$ cat src/rtl/bea_pkg.sv
// Shared definitions for the boundary event arbiter.
// Assumes a four-way one-hot action; index order is the service priority.
package bea_pkg;
    localparam int ACT_N  = 4;
    localparam int A_GO   = 0;
    localparam int A_HOLD = 1;
    localparam int A_IRQ  = 2;
    localparam int A_DBG  = 3;
    localparam int INH_W  = 2;
    localparam int INH_DBG = 0;
    localparam int INH_IRQ = 1;
    typedef logic [ACT_N-1:0] act_t;
endpackage

$ cat src/rtl/bea_arbiter.sv
// Combinational priority evaluation for one boundary.
// Applies the halt wake-up clearing first, then picks the highest-priority
// request: debug, interrupt, hold, proceed. Also derives the next pending
// vector, the status contribution and the next async summary.
module bea_arbiter
    import bea_pkg::*;
#(
    parameter int TRAP_W = 16,
    parameter int TS_BIT = 15,
    parameter int SS_BIT = 14
) (
    input  logic [TRAP_W-1:0] pend,
    input  logic [INH_W-1:0]  inh,
    input  logic              halted,
    input  logic              intr,
    input  logic              ie,
    input  logic              tf,
    input  logic              hold_req,
    output logic              wake,
    output act_t              act,
    output logic [TRAP_W-1:0] pend_next,
    output logic [TRAP_W-1:0] status_or,
    output logic              async_next
);
    localparam logic [TRAP_W-1:0] SS_MASK = TRAP_W'(1) << SS_BIT;

    logic [TRAP_W-1:0] p_eff;
    logic [INH_W-1:0]  i_eff;
    act_t              req;
    logic              found;

    // Effective state after a possible wake-up, and raw request vector.
    always_comb begin
        wake       = halted & intr & ie;
        p_eff      = wake ? '0 : pend;
        i_eff      = wake ? '0 : inh;
        req        = '0;
        req[A_DBG] = p_eff[TS_BIT] | ((|p_eff) & ~i_eff[INH_DBG]);
        req[A_IRQ] = ~i_eff[INH_IRQ] & intr & ie;
        req[A_HOLD]= hold_req;
        req[A_GO]  = 1'b1;
    end

    // Fixed priority pick, highest index first.
    always_comb begin
        act   = '0;
        found = 1'b0;
        for (int k = ACT_N - 1; k >= 0; k--) begin
            if (req[k] && !found) begin
                act[k] = 1'b1;
                found  = 1'b1;
            end
        end
    end

    // Post-evaluation trap vector, status merge and async summary.
    always_comb begin
        status_or  = act[A_DBG] ? p_eff : '0;
        pend_next  = act[A_DBG] ? '0 : (p_eff | (tf ? SS_MASK : '0));
        async_next = intr | hold_req | tf | (|pend_next);
    end
endmodule

$ cat src/rtl/bea_state.sv
// Architectural state of the arbiter: pending traps, inhibit shadows,
// halt bit, sticky debug status and async summary.
// Posts arriving in an evaluation cycle apply after that evaluation.
module bea_state
    import bea_pkg::*;
#(
    parameter int TRAP_W = 16
) (
    input  logic              clk,
    input  logic              rst_n,
    input  logic              fire,
    input  logic              wake,
    input  logic [TRAP_W-1:0] pend_next,
    input  logic [TRAP_W-1:0] status_or,
    input  logic              async_next,
    input  logic [TRAP_W-1:0] trap_post,
    input  logic [INH_W-1:0]  inh_set,
    input  logic              halt_req,
    output logic [TRAP_W-1:0] pend,
    output logic [INH_W-1:0]  inh,
    output logic              halted,
    output logic [TRAP_W-1:0] dstat,
    output logic              async_pend
);
    logic post_any;

    // Any external post that flags pending asynchronous work.
    always_comb post_any = (|trap_post) | halt_req;

    // Update pending vector and inhibit shadows at boundaries and on posts.
    always_ff @(posedge clk) begin
        if (!rst_n) begin
            pend <= '0;
            inh  <= '0;
        end else begin
            pend <= (fire ? pend_next : pend) | trap_post;
            inh  <= (fire ? '0 : inh) | inh_set;
        end
    end

    // Halt bit: cleared by a wake-up evaluation, set by a request.
    always_ff @(posedge clk) begin
        if (!rst_n) halted <= 1'b0;
        else        halted <= ((fire && wake) ? 1'b0 : halted) | halt_req;
    end

    // Sticky debug status and async summary flag.
    always_ff @(posedge clk) begin
        if (!rst_n) begin
            dstat      <= '0;
            async_pend <= 1'b0;
        end else begin
            dstat      <= dstat | (fire ? status_or : '0);
            async_pend <= (fire ? async_next : async_pend) | post_any;
        end
    end
endmodule

$ cat src/rtl/bea_handshake.sv
// Boundary acceptance and action hand-off.
// Accepts a boundary when idle and not blocked by halt, registers the
// chosen action and the acknowledge vector, and holds them until serviced.
module bea_handshake
    import bea_pkg::*;
#(
    parameter int VEC_W = 8
) (
    input  logic             clk,
    input  logic             rst_n,
    input  logic             bnd_valid,
    input  logic             svc_done,
    input  logic             halted,
    input  logic             wake,
    input  act_t             act_in,
    input  logic [VEC_W-1:0] ack_vec,
    output logic             fire,
    output logic             act_valid,
    output act_t             act,
    output logic [VEC_W-1:0] irq_vec,
    output logic             irq_ext
);
    // Acceptance condition for this cycle.
    always_comb fire = bnd_valid & ~act_valid & (~halted | wake);

    // Action register with done handshake.
    always_ff @(posedge clk) begin
        if (!rst_n) begin
            act_valid <= 1'b0;
            act       <= '0;
            irq_ext   <= 1'b0;
        end else if (fire) begin
            act_valid <= 1'b1;
            act       <= act_in;
            irq_ext   <= act_in[A_IRQ];
        end else if (act_valid && svc_done) begin
            act_valid <= 1'b0;
            act       <= '0;
        end
    end

    // Acknowledge vector capture on interrupt acceptance.
    always_ff @(posedge clk) begin
        if (!rst_n)                    irq_vec <= '0;
        else if (fire && act_in[A_IRQ]) irq_vec <= ack_vec;
    end
endmodule

$ cat src/rtl/boundary_event_arbiter.sv
// Top level of the instruction-boundary event arbiter.
// Assumes the core presents one boundary at a time and waits for the
// registered action before the next; ack_vec is valid with bnd_valid.
module boundary_event_arbiter
    import bea_pkg::*;
#(
    parameter int TRAP_W = 16,
    parameter int VEC_W  = 8,
    parameter int TS_BIT = 15,
    parameter int SS_BIT = 14
) (
    input  logic              clk,
    input  logic              rst_n,
    input  logic              bnd_valid,
    input  logic              svc_done,
    input  logic [TRAP_W-1:0] trap_post,
    input  logic [INH_W-1:0]  inh_set,
    input  logic              halt_req,
    input  logic              tf,
    input  logic              ie,
    input  logic              intr,
    input  logic              hold_req,
    input  logic [VEC_W-1:0]  ack_vec,
    output logic              act_valid,
    output logic [ACT_N-1:0]  act_oh,
    output logic [VEC_W-1:0]  irq_vec,
    output logic              irq_ext,
    output logic [TRAP_W-1:0] pend_traps,
    output logic [TRAP_W-1:0] dbg_status,
    output logic              halted,
    output logic              async_pend
);
    logic              fire, wake, async_next;
    act_t              act_sel;
    logic [TRAP_W-1:0] pend_next, status_or;
    logic [INH_W-1:0]  inh;

    bea_arbiter #(.TRAP_W(TRAP_W), .TS_BIT(TS_BIT), .SS_BIT(SS_BIT)) u_arb (
        .pend(pend_traps), .inh(inh), .halted(halted), .intr(intr), .ie(ie),
        .tf(tf), .hold_req(hold_req), .wake(wake), .act(act_sel),
        .pend_next(pend_next), .status_or(status_or), .async_next(async_next)
    );

    bea_state #(.TRAP_W(TRAP_W)) u_state (
        .clk(clk), .rst_n(rst_n), .fire(fire), .wake(wake),
        .pend_next(pend_next), .status_or(status_or), .async_next(async_next),
        .trap_post(trap_post), .inh_set(inh_set), .halt_req(halt_req),
        .pend(pend_traps), .inh(inh), .halted(halted), .dstat(dbg_status),
        .async_pend(async_pend)
    );

    bea_handshake #(.VEC_W(VEC_W)) u_hs (
        .clk(clk), .rst_n(rst_n), .bnd_valid(bnd_valid), .svc_done(svc_done),
        .halted(halted), .wake(wake), .act_in(act_sel), .ack_vec(ack_vec),
        .fire(fire), .act_valid(act_valid), .act(act_oh), .irq_vec(irq_vec),
        .irq_ext(irq_ext)
    );
endmodule

$ cat config.mk
export PLATFORM = sky130hd
export DESIGN_NAME = boundary_event_arbiter
export DESIGN_NICKNAME = d
export VERILOG_FILES = /design/src/rtl/bea_pkg.sv /design/src/rtl/bea_arbiter.sv /design/src/rtl/bea_state.sv /design/src/rtl/bea_handshake.sv /design/src/rtl/boundary_event_arbiter.sv
export SDC_FILE = /design/constraint.sdc
export NUM_CORES = 1
export LEC_CHECK = 0
export ABC_AREA = 1
export BUFFER_PORTS_ARGS = -buffer_cell sky130_fd_sc_hd__buf_2
export CAP_MARGIN = 0
export CORE_MARGIN = 8
export CORE_UTILIZATION = 49
export CTS_CLUSTER_DIAMETER = 50
export CTS_CLUSTER_SIZE = 30
export DETAILED_ROUTE_END_ITERATION = 16
export PLACE_DENSITY = 0.88
export RECOVER_POWER = 50
export REMOVE_ABC_BUFFERS = 1
export SLEW_MARGIN = 10
export SYNTH_ARGS = -nofsm -noshare
export SYNTH_HDL_FRONTEND = slang
export SYNTH_SLANG_ARGS = --single-unit
$ cat constraint.sdc
create_clock -name clk -period 1.7 [get_ports clk]
set_clock_uncertainty 0.05 [all_clocks]
set_input_delay 0.17 -clock clk [delete_from_list [all_inputs] [get_ports clk]]
set_output_delay 0.17 -clock clk [all_outputs]
set_load 0.005 [all_outputs]
==> impl_metrics.ini, run 1 <==
[floorplanning]
coreArea_mm2 = 0.00435
chipWidth_um = 83.2
start_util_pct = 50.8
die_h_um = 83.2
rows = 24
dieArea_mm2 = 0.00692
io_pins = 83

[cts]
cts_hold_buf = 0
clock_insertion_delay_worst_skew_ns = 0.31
cts_buffer_depth = 2
ctsRootBufferMaster = clkbuf_8
cts_tree = built
cts_made_buffers = 5
clkSinkCount = 50
htreeDepth = 2
clkTransAtPathRegs_ns = 0.09

[grt]
grt_pass1_wl_mm = 10.3
grt_max_degree = 43
grt.total_usage_pct = 17.2
antenna_found_initial = 0
grt_pass1_vias = 2279
overflow = 0

[worst_setup_path]
crit_chain = nand3_4 > o21ai_1 > nand2_1 > nor2_2 > nand2_2 > nand2_4 > nand4_4 > buf_12 > buf_4 > a21oi_2
slowest_stage = dfxtp_4
critPathKind = reg -> reg
arrival_ns = 1.94
cp-start-kind = register
max_stage_delay_ns = 0.40
cp_max_fo = 18
critPathTopFamily = simple AND/OR/NAND/NOR gates
end_kind = register
crit_buf_inv = 2
required_ns = 1.90

[detailed_routing]
drc = 0
drt_iter0_markers = 322
ant_nets = 0
viasPerCell = 5.37
first_pass_iters = 6
met3_length_um = 583
vias = 2380
wl_met1_mm = 2.68
routed.top_layer = met4
wl_met2_mm = 3.29
wl_per_cell_um = 15.0
routed_wl_mm = 6.65

[sta]
worst_pin_slew_ns = 0.452
setup_viol_count_final = 7
slew_viol_final = 0
finalHoldViolCount = 0
rsz0062_at_grt = yes
finalCritPeriodShare_pct = 102
max_freq_mhz = 574
worst_slack_ns = -0.0422
maxSlewHeadroom_pct = 69.9
fin_crit_ns = 1.74

[finish]
fin_area_mm2 = 0.00289
fill_cells = 378
syn2layout_area_growth_pct = 30.4
antenna_cells = 0
fin_nets = 426
drive_gt1_share_pct = 27.6

[yosys]
ys_warn_count = 0
synthDistinctLibCells = 26
async_reset_ff_share_pct = 0
syn_area_mm2 = 0.00221
synth_flop_cell = dfxtp_1
syn_avg_cell_area_um2 = 7.48
synth-edff-count = 0
yosysSeqAreaShare_pct = 45.2
synth-seq-cells = 50
synthCells = 296

[placement]
dp_slack_ns = -0.202
dp_hpwl_mm = 4.64
place.port_buffers = 82
place.gp.congestion = 0.828
place_area_mm2 = 0.00267

[pwr]
ir_worst_vdd_uv = 560
power_density_mw_per_mm2 = 841
p_leak_nw = 1.24

[run_status]
status = finished with violations
violations = negative setup slack

[job]
cap_violations = 0

[worst_hold_path]
hp-class = in -> reg
## sequential cells by signal, indices dropped and copies added (netlist names)
signal and count:
u_state.async_pend 1, u_state.inh 2, u_hs.irq_vec 8, u_state.halted 1, u_hs.irq_ext 1, u_hs.act_valid 1
u_hs.act 4, u_state.pend 16, u_state.dstat 16
## kinds of logic (layout without fill, tap and decap cells)
kind of cell | after synthesis | after routing | synth area share [%]
AND/OR/NAND/NOR | 128 | 129 | 29.3
flip-flops | 50 | 50 | 45.2
AO/OA/AOI/OAI | 67 | 67 | 15.7
buffers and inverters | 51 | 145 | 9.84
## routing by layer
layer | track usage [%] | up-vias
met4 | 5.91 | 0
li1 | - | 1163
met3 | 6.74 | 11
met1 | 19.1 | 1098
met5 | 0 | -
met2 | 29.2 | 108
## tightest hold or removal path, delay by kind of cell
family,cells,cell delay [ns]
AO/OA/AOI/OAI,1,0.03
buffers and inverters,1,0.08
AND/OR/NAND/NOR,1,0.07
## through the flow
step	std cells	utilization, %	hold WS (ns)	power (mW)	setup TNS, ns
6_report	443	66.3	0.0272	2.43	-0.0747
5_1_grt	443	66.3	0.0340	2.54	-2.38
4_1_cts	433	64.5	0.0235	2.40	0
3_5_place_dp	422	61.2	0.346	1.72	-2.86
3_3_place_gp	422	61.2	0.324	1.71	-0.825
2_1_floorplan	279	-	0.237	1.53	-9.27
## cell usage in the layout, fill, tap and decap left out, types with 2 or more instances in the layout
cell type and instances:
nand3_1 6, nor4_1 2, nand2_1 54, inv_1 32, clkbuf_8 5, a21oi_2 4
buf_4 20, nand3_4 2, nand3b_1 12, nand4_1 13, clkinvlp_4 3, nor2_1 19
o21ai_1 7, buf_2 53, nor3_1 4, a21oi_1 55, nor2_2 10, dfxtp_1 49
clkbuf_1 29
## cells in the mapped netlist (3+ instances only)
library cell | instances | share of area (%)
a21oi_1 | 57 | 13
buf_2 | 3 | 0.68
clkbuf_1 | 8 | 1.4
dfxtp_1 | 50 | 45
inv_1 | 33 | 5.6
nand2_1 | 55 | 9.3
nand3_1 | 6 | 1.4
nand3b_1 | 12 | 4.1
nand4_1 | 13 | 3.7
nor2_1 | 20 | 3.4
nor2_2 | 9 | 2.5
nor3_1 | 5 | 1.1
o21ai_1 | 6 | 1.4
## what timing repair did
action	in CTS	in global routing
resized for setup	4	9
pin swaps	1	4
setup endpoints to repair	42	33
gates cloned	0	1
setup buffers	4	9
## power by group
group          total (mW)  internal [mW]  switching, mW
combinational       0.444          0.188          0.256
clock               0.679          0.282          0.398
sequential           1.30           1.24         0.0651
total                2.43           1.71          0.719
## worst paths after layout
kind                                             startpoint                           to  cells past startpoint  slack, ns
worst min-delay path                             inh_set[0]    u_state.inh[0]$_SDFF_PN0_                      3       0.03
worst min register to register  u_state.dstat[2]$_SDFF_PN0_  u_state.dstat[2]$_SDFF_PN0_                      2       0.40
worst max register to register    u_state.halted$_SDFF_PN0_    u_hs.irq_ext$_SDFFE_PN0P_                     10      -0.04
worst max-delay path              u_state.halted$_SDFF_PN0_    u_hs.irq_ext$_SDFFE_PN0P_                     10      -0.04
## cell type report
| type | count | area, µm² | area share [%] |
|---|---|---|---|
| timing repair buffer | 104 | 556 | 19.2 |
| inverter | 34 | 131 | 4.55 |
| sequential | 50 | 1000 | 34.8 |
| tap | 52 | 65.1 | 2.25 |
| clock inverter | 2 | 15.0 | 0.520 |
| clock buffer | 5 | 68.8 | 2.38 |
| multi-input combinational | 196 | 1050 | 36.2 |
(Power assumes the default switching activity.)
==> run 2: changes to the inputs <==
--- a/config.mk
+++ b/config.mk
@@ -8,12 +8,12 @@
 export ABC_AREA = 1
 export BUFFER_PORTS_ARGS = -buffer_cell sky130_fd_sc_hd__buf_2
 export CAP_MARGIN = 0
+export CORE_ASPECT_RATIO = 0.6
 export CORE_MARGIN = 8
 export CORE_UTILIZATION = 49
 export CTS_CLUSTER_DIAMETER = 50
-export CTS_CLUSTER_SIZE = 30
 export DETAILED_ROUTE_END_ITERATION = 16
-export PLACE_DENSITY = 0.88
+export PLACE_DENSITY_LB_ADDON = 0.1
 export RECOVER_POWER = 50
 export REMOVE_ABC_BUFFERS = 1
 export SLEW_MARGIN = 10
==> impl_metrics.ini, run 2 (synthesis results as in run 1) <==
[pwr]
ir_worst_vdd_uv = 587
power_density_mw_per_mm2 = 839
total_power_mw = 2.45
p_leak_nw = 1.32

[worst_setup_path]
reg2reg_to = u_hs.irq_vec[0]$_SDFFE_PN0P_
end_kind = register
r2r_slack_ns = 0.03
endpoint = u_hs.irq_vec[0]$_SDFFE_PN0P_
critPathKind = reg -> reg
crit_chain = nand3_2 > buf_4 > nand2_1 > nand4_4 > buf_12 > nand2_1 > nand2_1 > nor2_1
critPathTopFamily = simple AND/OR/NAND/NOR gates
required_ns = 1.89
crit_buf_inv = 2
slowest_stage = dfxtp_4
rr_startpoint = u_state.halted$_SDFF_PN0_
arrival_ns = 1.86
crit_path_start = u_state.halted$_SDFF_PN0_
max_stage_delay_ns = 0.39
cp_max_fo = 18
reg2reg_depth = 8
crit_cells = 8
crit_top_cell = nand2_1
cp-start-kind = register

[grt]
overflow = 0
grt_max_degree = 19
grt_pass1_wl_mm = 10.6
antenna_found_initial = 0
grt_pass1_vias = 2203
grt.total_usage_pct = 19.3

[finish]
fill_cells = 435
drive_gt1_share_pct = 30.1
top_regs = u_state.dstat x16, u_state.pend x16, u_hs.irq_vec x8
antenna_cells = 0
syn2layout_area_growth_pct = 31.8
fin_nets = 425
final_common_cell = buf_2
mostFrequentLayoutCells = buf_2, a21oi_1, nand2_1

[sta]
fin_crit_ns = 1.67
finalCritPeriodShare_pct = 98.2
maxSlewHeadroom_pct = 67.3
max_freq_mhz = 599
worst_pin_slew_ns = 0.487
setup_viol_count_final = 0
rsz0062_at_grt = yes
slew_viol_final = 0
whs_ns = 0.0326
finalHoldViolCount = 0

[detailed_routing]
first_pass_iters = 5
wl_per_cell_um = 14.8
drc = 0
routed_wl_mm = 6.68
drt_iter0_markers = 153
viasPerCell = 5.15
vias = 2328
ant_nets = 0

[cts]
htreeDepth = 2
cts_hold_buf = 0
cts_buffer_depth = 2
clock_insertion_delay_worst_skew_ns = 0.30
clkTransAtPathRegs_ns = 0.09
cts_tree = built
clkSinkCount = 50
ctsRootBufferMaster = clkbuf_8
cts_made_buffers = 5

[job]
cap_violations = 0

[floorplanning]
die_h_um = 68.1
io_pins = 83
chipWidth_um = 103
dieArea_mm2 = 0.00699
rows = 19
coreArea_mm2 = 0.00447
start_util_pct = 49.5

[worst_hold_path]
hp-class = in -> reg
min_from = inh_set[1]

[run_status]
status = completed

[placement]
dp_hpwl_mm = 4.80
place.gp.congestion = 0.867
place.port_buffers = 82
-- run 2: cell types whose count changed in the layout (fill, tap and decap cells not counted), sizes merged --
cell,previous run,this run
buf,75,85
clkinvlp,3,0
inv,32,33
clkbuf,34,24
-- run 2: per-stage QoR --
step / util, % / instances / instance area (µm²) / setup WS [ns] / setup TNS, ns
floorplan: - / 279 / 2120 / -0.342 / -9.27
global placement: 61.3 / 439 / 2740 / -0.0819 / -0.771
detailed placement: 61.3 / 439 / 2740 / -0.216 / -3.17
CTS: 64.3 / 448 / 2880 / 0.0209 / 0
global route: 65.3 / 452 / 2920 / -0.113 / -2.39
finish: 65.3 / 452 / 2920 / 0.0310 / 0
-- run 2: what timing repair did --
action                     4_1_cts  5_1_grt
resized for setup                3        8
cloned                           1        0
hold endpoints to repair         0        0
setup endpoints to repair       39       38
setup buffers                    2        4
pin swaps                        1        3
-- run 2: final cells by class --
type | count | area [µm²] | area share (%)
timing repair buffer | 103 | 583 | 20.0
multi-input combinational | 196 | 1040 | 35.7
sequential | 50 | 1000 | 34.4
inverter | 34 | 128 | 4.37
clock buffer | 6 | 82.6 | 2.83
tap | 63 | 78.8 | 2.70
-- run 2: power breakdown --
part	internal, mW	switching [mW]
Clock	0.315	0.369
Combinational	0.203	0.261
Sequential	1.24	0.0630
Total	1.76	0.693
-- run 2: worst min-delay path, delay by kind of cell --
family | cells | cell delay, ns
compound gates | 1 | 0.03
buf+inv | 1 | 0.08
simple gates | 1 | 0.07
-- run 2: how the worst min path moves through the flow --
stage	to	slack, ns	cells after the start
2_1_floorplan	u_state.halted$_SDFF_PN0_	0.24	2
3_5_place_dp	u_state.inh[1]$_SDFF_PN0_	0.34	3
5_1_grt	u_hs.irq_vec[3]$_SDFFE_PN0P_	0.04	3
6_report	u_state.inh[1]$_SDFF_PN0_	0.03	3
3_3_place_gp	u_state.inh[0]$_SDFF_PN0_	0.32	3
4_1_cts	u_state.inh[1]$_SDFF_PN0_	0.03	3
-- run 2: layer usage --
layer	wire length, µm	vias to the layer above	track usage [%]
li1	-	1160	-
met4	46	0	5.01
met2	2930	101	29.1
met3	702	4	4.97
met5	0	-	0
met1	3000	1063	26.9
